## src/rtl/pfc_supervisor.sv

```systemverilog
module pfc_supervisor #(
  parameter int SAMP_W      = 10,
  parameter int INIT_CYCLES = 16,
  parameter int RCNT_W      = 8
) (
  input  logic              clk,
  input  logic              rst_n,
  input  logic              vin_valid,
  input  logic [SAMP_W-1:0] vin_sample,
  input  logic              vbus_valid,
  input  logic [SAMP_W-1:0] vbus_sample,
  input  logic [SAMP_W-1:0] vin_lo_th,
  input  logic [SAMP_W-1:0] vin_hi_th,
  input  logic [SAMP_W-1:0] vin_gone_th,
  input  logic [SAMP_W-1:0] bus_lo_th,
  input  logic [SAMP_W-1:0] bus_hi_th,
  input  logic [RCNT_W-1:0] recycle_len,
  input  logic              ocp_flag,
  input  logic              ton_sat_err,
  input  logic              ballast_err,
  input  logic              lamp_insert,
  output logic              pwm_en,
  output logic [2:0]        state_code,
  output logic [2:0]        fault_code
);

  localparam int ICW = $clog2(INIT_CYCLES + 1);

  localparam logic [2:0] ST_INIT  = 3'd0;
  localparam logic [2:0] ST_CHECK = 3'd1;
  localparam logic [2:0] ST_START = 3'd2;
  localparam logic [2:0] ST_RUN   = 3'd3;
  localparam logic [2:0] ST_ERR   = 3'd4;

  localparam logic [2:0] F_NONE = 3'd0;
  localparam logic [2:0] F_OCP  = 3'd1;
  localparam logic [2:0] F_VIN  = 3'd2;
  localparam logic [2:0] F_BHI  = 3'd3;
  localparam logic [2:0] F_BLO  = 3'd4;
  localparam logic [2:0] F_TON  = 3'd5;
  localparam logic [2:0] F_BAL  = 3'd6;

  logic [2:0]        state_q, state_d;
  logic [2:0]        fault_q, fault_d;
  logic [ICW-1:0]    icnt_q;
  logic [RCNT_W-1:0] rcnt_q;
  logic              lost_q;
  logic [2:0]        fault_sel;

  wire switching = (state_q == ST_START) || (state_q == ST_RUN);
  wire vin_over  = vin_valid && (vin_sample > vin_hi_th);
  wire vin_acc   = vin_valid && (vin_sample >= vin_lo_th);
  wire vin_inwin = vin_acc && !vin_over;
  wire vin_low   = vin_valid && (vin_sample < vin_gone_th);
  wire bus_over  = vbus_valid && (vbus_sample > bus_hi_th);
  wire bus_under = vbus_valid && (vbus_sample < bus_lo_th);
  wire bus_inwin = vbus_valid && !bus_over && !bus_under;

  wire [RCNT_W-1:0] len_eff = (recycle_len == '0) ? RCNT_W'(1) : recycle_len;
  wire run_done = ({1'b0, rcnt_q} + (RCNT_W+1)'(1)) >= {1'b0, len_eff};
  wire recover  = (state_q == ST_ERR) && (lamp_insert || (lost_q && vin_acc));

  always_comb begin
    if (ocp_flag)                          fault_sel = F_OCP;
    else if (vin_over)                     fault_sel = F_VIN;
    else if (bus_over)                     fault_sel = F_BHI;
    else if (bus_under && state_q == ST_RUN) fault_sel = F_BLO;
    else if (ton_sat_err)                  fault_sel = F_TON;
    else if (ballast_err)                  fault_sel = F_BAL;
    else                                   fault_sel = F_NONE;
  end

  always_comb begin
    state_d = state_q;
    fault_d = fault_q;
    case (state_q)
      ST_INIT:  if (icnt_q == ICW'(INIT_CYCLES - 1)) state_d = ST_CHECK;
      ST_CHECK: begin
        if (vin_over) begin
          state_d = ST_ERR;
          fault_d = F_VIN;
        end else if (vin_inwin) begin
          state_d = ST_START;
        end
      end
      ST_START, ST_RUN: begin
        if (fault_sel != F_NONE) begin
          state_d = ST_ERR;
          fault_d = fault_sel;
        end else if (state_q == ST_START && bus_inwin) begin
          state_d = ST_RUN;
        end
      end
      ST_ERR: if (recover) begin
        state_d = ST_INIT;
        fault_d = F_NONE;
      end
      default: state_d = ST_INIT;
    endcase
  end

  always_ff @(posedge clk or negedge rst_n) begin
    if (!rst_n) begin
      state_q <= ST_INIT;
      fault_q <= F_NONE;
      icnt_q  <= '0;
    end else begin
      state_q <= state_d;
      fault_q <= fault_d;
      icnt_q  <= (state_q == ST_INIT) ? icnt_q + ICW'(1) : '0;
    end
  end

  always_ff @(posedge clk or negedge rst_n) begin
    if (!rst_n) begin
      rcnt_q <= '0;
      lost_q <= 1'b0;
    end else if (state_q != ST_ERR) begin
      rcnt_q <= '0;
      lost_q <= 1'b0;
    end else if (vin_low) begin
      if (rcnt_q != '1) rcnt_q <= rcnt_q + RCNT_W'(1);
      if (run_done) lost_q <= 1'b1;
    end else if (vin_valid) begin
      rcnt_q <= '0;
    end
  end

  assign pwm_en     = switching && !ocp_flag;
  assign state_code = state_q;
  assign fault_code = fault_q;

  assert_start_entry_R2: assert property (@(posedge clk) disable iff (!rst_n)
    (state_q == ST_START && $past(state_q) != ST_START) |-> ($past(state_q) == ST_CHECK && $past(vin_inwin)));

  assert_ocp_gate_R4: assert property (@(posedge clk) disable iff (!rst_n)
    ocp_flag |-> !pwm_en);

  assert_ocp_trip_R4: assert property (@(posedge clk) disable iff (!rst_n)
    (switching && ocp_flag) |=> (state_q == ST_ERR && fault_q == F_OCP));

  assert_run_entry_R5: assert property (@(posedge clk) disable iff (!rst_n)
    (state_q == ST_RUN && $past(state_q) != ST_RUN) |-> $past(state_q) == ST_START);

  assert_stop_cause_R6: assert property (@(posedge clk) disable iff (!rst_n)
    (state_q == ST_ERR) |-> (fault_q != F_NONE && !pwm_en));

  assert_stop_hold_R10: assert property (@(posedge clk) disable iff (!rst_n)
    (state_q == ST_ERR && !recover) |=> (state_q == ST_ERR && $stable(fault_q)));

  assert_cause_clear_R11: assert property (@(posedge clk) disable iff (!rst_n)
    (state_q != ST_ERR) |-> fault_q == F_NONE);

endmodule

```

## config.mk

```make
export PLATFORM = sky130hd
export DESIGN_NAME = pfc_supervisor
export DESIGN_NICKNAME = d
export VERILOG_FILES = /design/src/rtl/pfc_supervisor.sv
export SDC_FILE = /design/constraint.sdc
export NUM_CORES = 1
export LEC_CHECK = 0
export BUFFER_PORTS_ARGS = -buffer_cell sky130_fd_sc_hd__buf_2
export CAP_MARGIN = 20
export CORE_MARGIN = 4
export CORE_UTILIZATION = 50
export CTS_CLUSTER_DIAMETER = 30
export CTS_CLUSTER_SIZE = 16
export DETAILED_ROUTE_END_ITERATION = 6
export HOLD_SLACK_MARGIN = 0.05
export PLACE_DENSITY_LB_ADDON = 0.25
export SLEW_MARGIN = 20
export SYNTH_ARGS = -nofsm -noshare
export SYNTH_HDL_FRONTEND = slang
export SYNTH_SLANG_ARGS = --single-unit
```

## constraint.sdc

```tcl
create_clock -name clk -period 2.3 [get_ports clk]
set_clock_uncertainty 0.1 [all_clocks]
set_input_delay 0.23 -clock clk [delete_from_list [all_inputs] [get_ports clk]]
set_output_delay 0.23 -clock clk [all_outputs]
set_load 0.01 [all_outputs]
```

# Word-level counts from Yosys, hierarchy flattened
# Cells that the tools add are included.
# op_classes
addsub,3
n_lt_le_gt_ge,6
n_eq_ne,14
muxes,25
reduce_logical,31
# op_table
operator,n
2-to-1 mux 3 bit,14
2-to-1 mux 8 bit,5
greater-than comparator 10 bit,2
less-than comparator 10 bit,2
logical AND 1 bit,13
case mux 3 bit (4 select lines),1
>= comparator 10 bit,1
adder 8 x 1 -> 9 bit (second input constant),1
>= comparator 9 x 8 -> 1 bit,1
inequality test 3 bit (second input constant),3
case mux 3 bit (3 select lines),1
nonzero test 3 bit,3
adder 8 x 1 -> 8 bit (second input constant),1
zero test 8 bit,1
inequality test 2 bit (second input constant),4
inequality test 8 bit (second input constant),1
AND reduction 4 bit,2
== test 3 x 2 -> 1 bit (second input constant),2
adder 5 x 1 -> 5 bit (second input constant),1
== test 5 x 4 -> 1 bit (second input constant),1
2-to-1 mux 5 bit,1
zero test 1 bit,4
AND reduction 2 bit,2
nonzero test 2 bit,2
7 further kinds,10
# word_totals
register_bits,20
in_bits,86
output_inout_bits,7
word_cells,84

# Logic depth before layout (Yosys ltp)
# Gate-level depths: netlist of run 1.
# logic_depth
depth_word,10
depth_mapped,11
depth_no_buf,11

# Least setup slack after synthesis of run 1
# OpenSTA, ideal clock, no wires.
# synth_path
path_type,in2reg
start,in vin_hi_th[7]
end,reg fault_q[1] (netlist: fault_code[1])
setup_time_ns,0.125
arrival_ns,2.041
t_required_ns,2.075
slack_ns,0.034
path_stages,9
path_buffers,0
path_cell_list,inv_1 ha_1 a211oi_2 o21bai_1 o311a_4 a21o_4 o31ai_2 o211ai_1 mux2_4
# synth_via
elab_chain_len,7
elab_cells_between_ends,10
classes_between,order compare (1); eq/ne (2); mux (4); reduce/logical (3)
# synth_rtl
item,line_no,source
from (decl),13,"input logic [SAMP_W-1:0] vin_hi_th,"
greater-than comparator 10 bit (*),51,wire vin_over = vin_valid && (vin_sample > vin_hi_th);
logical AND 1 bit (*),51,
2-to-1 mux 3 bit,65,else if (vin_over) fault_sel = F_VIN;
2-to-1 mux 3 bit,64,if (ocp_flag) fault_sel = F_OCP;
nonzero test 3 bit,87,if (fault_sel != F_NONE) begin
inequality test 2 bit (no line),--,
AND reduction 4 bit (no line),--,
to (signal assigned),109,fault_q <= fault_d;
to (decl),44,"logic [2:0] fault_q, fault_d;"
# Mark *: on every way between the ends. The rest lies on a longest branch, timed or not. The select of a mux whose other input is x is not followed.
# A chain may end at the register's enable or synchronous reset.

# Worst setup path after layout of run 1
# layout_path
start,reg rcnt_q[0]
end,reg lost_q
# layout_via
elab_chain_len,4
# layout_rtl
item,line_no,source
from (decl),46,logic [RCNT_W-1:0] rcnt_q;
from (signal assigned),122,if (rcnt_q != '1) rcnt_q <= rcnt_q + RCNT_W'(1);
adder 8 x 1 -> 9 bit,60,"wire run_done = ({1'b0, rcnt_q} + (RCNT_W+1)'(1)) >= {1'b0, len_eff};"
>= comparator 9 x 8 -> 1 bit,60,
nonzero test 2 bit (no line),--,
AND reduction 2 bit (no line),--,
to (signal assigned),117,lost_q <= 1'b0;
to (signal assigned),120,lost_q <= 1'b0;
to (signal assigned),123,if (run_done) lost_q <= 1'b1;
to (decl),47,logic lost_q;
# Every way passes these cells.

==> results.sh, run 1 <==
export IMPL_period_share_pct=97.9
export IMPL_initial_utilization_pct=52.4
export IMPL_detail_route_iter0_violations=60
export IMPL_grt_start_max_net_pins=21
export IMPL_area_delta_synth_final_pct=31.7
export IMPL_route_vias_total=2578
export IMPL_critical_path_top_delay_family="compound AO/OA/AOI/OAI gates"
export IMPL_core_area_um2=4820
export IMPL_worst_slew_margin_rel_pct=70.5
export IMPL_number_of_instances_on_the_worst_hold_path=2
export IMPL_post_drt_wl_per_cell_um=12.3
export IMPL_setup_tns_ps=0
export IMPL_crit_required_ps=2340
export IMPL_die_x_um=79.0
export IMPL_crit_path_cell_trace="ha_1 -> ha_1 -> nor2b_1 -> o21a_1 -> o21a_1 -> o21a_1 -> o21ai_1 -> nand2_1 -> nand3_1 -> a211oi_1"
export IMPL_synth_edf_count=0
export IMPL_final_nets=581
export IMPL_most_common_layout_cells="92 x sky130_fd_sc_hd__buf_2, 64 x sky130_fd_sc_hd__inv_1, 59 x sky130_fd_sc_hd__ha_1"
export IMPL_crit_path_max_incr_delay_ps=420
export IMPL_antenna_found_initial=0
export IMPL_yosysSeqAreaShare_pct=19.8
export IMPL_critPathSlowestCell="sky130_fd_sc_hd__dfrtp_1"
export IMPL_worst_setup_path_type="reg -> reg"
export IMPL_hold_viol_final=0
export IMPL_worst_r2r_cell_count=10
export IMPL_via_count_normalized_by_instance_count=5.14
export IMPL_grt_pass1_vias=2506
export IMPL_drcViolationCount=0
export IMPL_number_of_buffers_on_the_longest_clock_path=2
export IMPL_gpl_final_weighted_congestion=0.878
export IMPL_synth_ff_latch_count=20
export IMPL_htree_num_levels=1
export IMPL_maxCapViolations=0
export IMPL_place_detailed_hpwl_mm=5.43
export IMPL_cts_sink_count=20
export IMPL_status="complete, no violations"
export IMPL_wirelength_mm=6.18
export IMPL_grt_use_total_pct=19.8
export IMPL_post_synth_num_cell_types=44
export IMPL_power_mw=1.43
export IMPL_worst_endpoint_arrival_ps=2290
export IMPL_achievable_frequency_ghz=0.444
export IMPL_design_portCount=93
export IMPL_first_pass_grt_wire_length_mm=10.3
export IMPL_post_synth_instance_area_um2=2520
export IMPL_clockRootBuffer="sky130_fd_sc_hd__clkbuf_8"
export IMPL_pwr_density_cell_nw_per_um2=432
export IMPL_timing_critical_path_buf_inv=0
export IMPL_syn_avg_cell_area_um2=7.96
export IMPL_synth_fp_nets=462
export IMPL_synth_cells=317
export IMPL_synth_yosys_warnings=0
export IMPL_worst_setup_path_end_kind="flip-flop"
export IMPL_drive_gt1_share_pct=29.0
export IMPL_cp_num_cells=10
export IMPL_nFillCells=439
export IMPL_synth_ff_type="sky130_fd_sc_hd__dfrtp_1"
export IMPL_port_buffers=92
export IMPL_worst_setup_path_start_kind="flip-flop"
export IMPL_final_critical_path_required_period_ps=2250
export IMPL_numCtsBuffers=3
export IMPL_vertical_extent_of_the_die_um=79.0
export IMPL_die_area_um2=6240
export IMPL_async_flop_share_pct=100
export IMPL_mostFrequentLayoutCell="sky130_fd_sc_hd__buf_2"
export IMPL_worstMarginPinSlew_ps=442
export IMPL_worst_path_max_fanout=4
export IMPL_clk_latency_worst_skew_pair_ps=260
export IMPL_power_ir_vdd_worst_mv=0.659
export IMPL_cts_tree="yes"
export IMPL_crit_path_frequent_cell="sky130_fd_sc_hd__o21a_1"
export IMPL_rsz0062_at_grt="true"
export IMPL_detailedRoute_firstPassIterationCount=4
export IMPL_final_setup_violation_count=0
export IMPL_detail_route_antenna_nets=0
export IMPL_p_leak_nw=1.97
export IMPL_drv_slew=0
export IMPL_grt_overflow_total=0
export IMPL_min_delay_path_class="in -> reg"
export IMPL_antenna_cells=0
export IMPL_clk_pin_slew_worst_paths_ps=70
export IMPL_floorplan_rows=25
[per-stage QoR]
step	hold slack [ps]	utilization [%]	setup WS, ps	area [µm²]	cells
after floorplan	-166	-	33.6	2520	317
final	155	69.0	47.2	3320	502
after global routing	166	69.0	-54.2	3320	502
after detailed placement	100	66.9	-201	3220	496
after CTS	146	68.5	10.8	3300	501
after global placement	94.2	66.9	-118	3220	496
[final timing paths]
check                           endpoint  slack [ps]      start
setup reg to reg                  lost_q          50  rcnt_q[0]
hold / removal                 rcnt_q[2]         160  vin_valid
max in group asynchronous  state_code[1]        1450      rst_n
hold reg to reg                icnt_q[0]         370  icnt_q[0]
min in group asynchronous      rcnt_q[1]         340      rst_n
setup / recovery                  lost_q          50  rcnt_q[0]
[power by group]
part / internal, mW / switching, mW / leakage [nW]
Sequential: 0.412 / 0.0463 / 0.268
Clock: 0.232 / 0.120 / 0.0357
Combinational: 0.303 / 0.320 / 1.67
[cells by family (layout without fill, tap and decap cells)]
| group | Yosys count | after routing | share of synthesized area (%) |
|---|---|---|---|
| mux | 1 | 1 | 0.595 |
| flops | 20 | 20 | 19.8 |
| simple gates | 89 | 89 | 17.6 |
| fa+ha+maj | 59 | 59 | 29.3 |
| xor+xnor | 6 | 6 | 2.08 |
| buf+inv | 65 | 183 | 9.67 |
| compound gates | 77 | 77 | 21.0 |
[Yosys cell counts, types with 4 or more instances]
cell type	instances	share of area [%]
sky130_fd_sc_hd__o21ai_0	16	3.2
sky130_fd_sc_hd__nand4_1	6	1.5
sky130_fd_sc_hd__nor3_1	4	0.79
sky130_fd_sc_hd__nor2b_1	4	0.99
sky130_fd_sc_hd__dfrtp_1	20	20
sky130_fd_sc_hd__nand2b_1	7	1.7
sky130_fd_sc_hd__nand2_1	22	3.3
sky130_fd_sc_hd__nand3_1	12	2.4
sky130_fd_sc_hd__o21a_1	7	2.1
sky130_fd_sc_hd__a31oi_1	4	0.99
sky130_fd_sc_hd__a21oi_1	19	3.8
sky130_fd_sc_hd__a21o_1	8	2.4
sky130_fd_sc_hd__nor2_1	19	2.8
sky130_fd_sc_hd__a211oi_1	5	1.5
sky130_fd_sc_hd__ha_1	59	29
sky130_fd_sc_hd__inv_1	64	9.5
[final cells by class]
| type | instances | area (µm²) | share of cell area (%) |
|---|---|---|---|
| multi-input cells | 232 | 1790 | 53.9 |
| clock inverters | 1 | 30.0 | 0.904 |
| well taps | 67 | 83.8 | 2.52 |
| clock buffers | 3 | 41.3 | 1.24 |
| inverters | 64 | 240 | 7.23 |
| repair buffers | 115 | 636 | 19.1 |
| flip-flops and latches | 20 | 500 | 15.1 |
[state kept, by name, indices dropped and copies added (netlist names)]
name	cells
icnt_q	5
lost_q	1
state_code	3
fault_code	3
rcnt_q	8
[metal layers]
metal,vias to the layer above,share of wire (%),global-route usage [%]
li1,1350,-,-
met1,1157,45,26.0
met2,62,49,35.0
met3,9,5.0,1.47
met4,0,1.4,4.98
met5,-,0,0
[what timing repair did]
item	in CTS	in global routing
hold buffers	1	0
setup endpoints to repair	0	2
endpoints found under the hold margin	20	0
buffers inserted	0	1
gates resized for setup	0	5
Note: power is estimated with default switching activity, not from simulation.
==> run 2, diff against run 1 <==
==> constraint.sdc (replaced) <==
create_clock -name clk -period 2.3 [get_ports clk]
set_clock_uncertainty 0.1 [all_clocks]
set_input_delay 0.115 -clock clk [delete_from_list [all_inputs] [get_ports clk]]
set_output_delay 0.115 -clock clk [all_outputs]
set_load 0.01 [all_outputs]
==> run 2 against run 1 <==
Clock power decreased by 26%. Critical path depth increased by 1. Non-clock buffer count decreased by 4. Critical endpoint unchanged. Setup slack improved by 8.1 ps. Register-to-register slack about the same. Final cell count decreased by 0.80%. Flip-flop and latch count unchanged. First-iteration DRC count increased by 27%. Maximum frequency increased by 0.36%. Final area decreased by 0.72%. Sequential power about the same. Global-route usage increased by 0.18 points.
==> results.sh, run 2 (synthesis results as in run 1) <==
export IMPL_final_area_um2=3300
export IMPL_clockRootBuffer="sky130_fd_sc_hd__clkbuf_8"
export IMPL_cts_tree="yes"
export IMPL_placement_cell_area_um2=3180
export IMPL_gpl_final_weighted_congestion=0.884
export IMPL_p_leak_nw=1.95
export IMPL_port_buffers=92
export IMPL_first_pass_grt_wire_length_mm=10.4
export IMPL_hold_path_end="fault_code[0]"
export IMPL_crit_required_ps=2330
export IMPL_multi_input_comb_area_um2=1810
export IMPL_grt_start_max_net_pins=21
export IMPL_antenna_cells=0
export IMPL_leading_registers_by_flop_count="rcnt_q x8, icnt_q x5"
export IMPL_core_area_um2=4820
export IMPL_drive_gt1_share_pct=28.5
export IMPL_worst_setup_path_type="reg -> reg"
export IMPL_die_x_um=79.0
export IMPL_sequential_cell_area_um2=500
export IMPL_drv_slew=0
export IMPL_drcViolationCount=0
export IMPL_worst_slew_margin_rel_pct=71.2
export IMPL_place_detailed_hpwl_mm=5.47
export IMPL_grt_use_total_pct=19.9
export IMPL_antenna_found_initial=0
export IMPL_worst_setup_path_end_kind="flip-flop"
export IMPL_post_drt_wl_per_cell_um=13.1
export IMPL_hold_path_startpoint="ocp_flag"
export IMPL_clk_pin_slew_worst_paths_ps=70
export IMPL_fin_util_pct=68.5
export IMPL_detailedRoute_firstPassIterationCount=5
export IMPL_htree_num_levels=1
export IMPL_achievable_frequency_ghz=0.445
export IMPL_post_route_worst_setup_slack_ps=55.3
export IMPL_detail_route_antenna_nets=0
export IMPL_final_nets=577
export IMPL_number_of_buffers_on_the_longest_clock_path=2
export IMPL_number_of_instances_on_the_worst_hold_path=3
export IMPL_grt_overflow_total=0
export IMPL_nFillCells=419
export IMPL_route_vias_total=2565
export IMPL_clk_latency_worst_skew_pair_ps=260
export IMPL_vertical_extent_of_the_die_um=79.0
export IMPL_design_portCount=93
export IMPL_worst_endpoint_arrival_ps=2270
export IMPL_final_critical_path_required_period_ps=2240
export IMPL_grt_pass1_vias=2468
export IMPL_pwr_density_cell_nw_per_um2=410
export IMPL_area_delta_synth_final_pct=30.8
export IMPL_numCtsBuffers=3
export IMPL_worst_setup_path_start_kind="flip-flop"
export IMPL_power_ir_vdd_worst_mv=0.465
export IMPL_reg2reg_setup_slack_ps=60
export IMPL_period_share_pct=97.6
export IMPL_worst_path_max_fanout=3
export IMPL_detail_route_iter0_violations=76
export IMPL_pre_cts_ws_ps=-58.3
export IMPL_critical_path_reg2reg_startpoint="rcnt_q[0]"
export IMPL_critical_path_startpoint="rcnt_q[0]"
export IMPL_maxCapViolations=0
export IMPL_via_count_normalized_by_instance_count=5.15
export IMPL_worst_r2r_cell_count=11
export IMPL_largest_register_ffs=8
export IMPL_die_area_um2=6240
export IMPL_status="complete, no violations"
export IMPL_r2r_end="lost_q"
export IMPL_cts_sink_count=20
export IMPL_floorplan_rows=25
export IMPL_initial_utilization_pct=52.4
export IMPL_min_delay_path_class="in -> reg"
export IMPL_most_common_layout_cells="92 x sky130_fd_sc_hd__buf_2, 64 x sky130_fd_sc_hd__inv_1, 58 x sky130_fd_sc_hd__ha_1"
export IMPL_hold_viol_final=0
export IMPL_wirelength_mm=6.52
export IMPL_worstMarginPinSlew_ps=421
export IMPL_largest_register="rcnt_q"
export IMPL_final_setup_violation_count=0
export IMPL_mostFrequentLayoutCell="sky130_fd_sc_hd__buf_2"
-- run 2: cell count changes in the layout (fill, tap and decap cells not counted), sizes merged --
cell / delta
buf: -5
bufinv: -1
clkbuf: +1
dlygate4sd3: +1
-- run 2: layer usage --
| layer | up-vias | GRT usage (%) | share of wire [%] |
|---|---|---|---|
| li1 | 1342 | - | - |
| met4 | 0 | 4.64 | 0.94 |
| met3 | 7 | 2.95 | 5.2 |
| met5 | - | 0 | 0 |
| met1 | 1154 | 25.7 | 43 |
| met2 | 62 | 35.0 | 51 |
-- run 2: report_power, final --
part / switching, mW / internal, mW / total (mW)
Clock: 0.109 / 0.152 / 0.261
Combinational: 0.331 / 0.299 / 0.630
Sequential: 0.0495 / 0.412 / 0.461
-- run 2: how the worst max path moves through the flow --
stage | endpoint | cells past startpoint
2_1_floorplan | fault_code[1] | 9
3_3_place_gp | fault_code[1] | 8
3_5_place_dp | fault_code[1] | 8
4_1_cts | lost_q | 10
5_1_grt | lost_q | 8
6_report | lost_q | 11
-- run 2: area by class of cell --
class | count | area share (%)
inverter | 64 | 7.28
clock buffer | 4 | 1.67
timing repair buffer | 111 | 18.6
multi-input combinational | 232 | 54.8
tap | 67 | 2.54
sequential | 20 | 15.2
-- run 2: what timing repair did --
action | CTS | global route
setup endpoints to repair | 0 | 1
hold buffers | 2 | 0
resized for setup | 0 | 8
buffers inserted | 0 | 2
hold endpoints to repair | 21 | 0
-- run 2: through the flow --
stage | total power, mW | std cells | hold WS (ps) | TNS [ps]
floorplan | 0.824 | 317 | -281 | 0
global placement | 1.06 | 490 | -17.7 | -7.45
detailed placement | 1.08 | 490 | -27.7 | -76.4
CTS | 1.36 | 496 | 96.9 | 0
global route | 1.48 | 498 | 88.1 | -53.4
finish | 1.35 | 498 | 98.3 | 0
-- run 2: critical path, cell delays in order (launching register included) --
cell and delay, ps:
sky130_fd_sc_hd__dfrtp_1 440, sky130_fd_sc_hd__buf_6 130, sky130_fd_sc_hd__and3_1 180, sky130_fd_sc_hd__nand3_2 110, sky130_fd_sc_hd__or2_4 260, sky130_fd_sc_hd__nand2_2 90
sky130_fd_sc_hd__ha_1 240, sky130_fd_sc_hd__and4_1 180, sky130_fd_sc_hd__a31oi_1 140, sky130_fd_sc_hd__nand2_1 90, sky130_fd_sc_hd__nand3_1 80, sky130_fd_sc_hd__a211oi_1 70
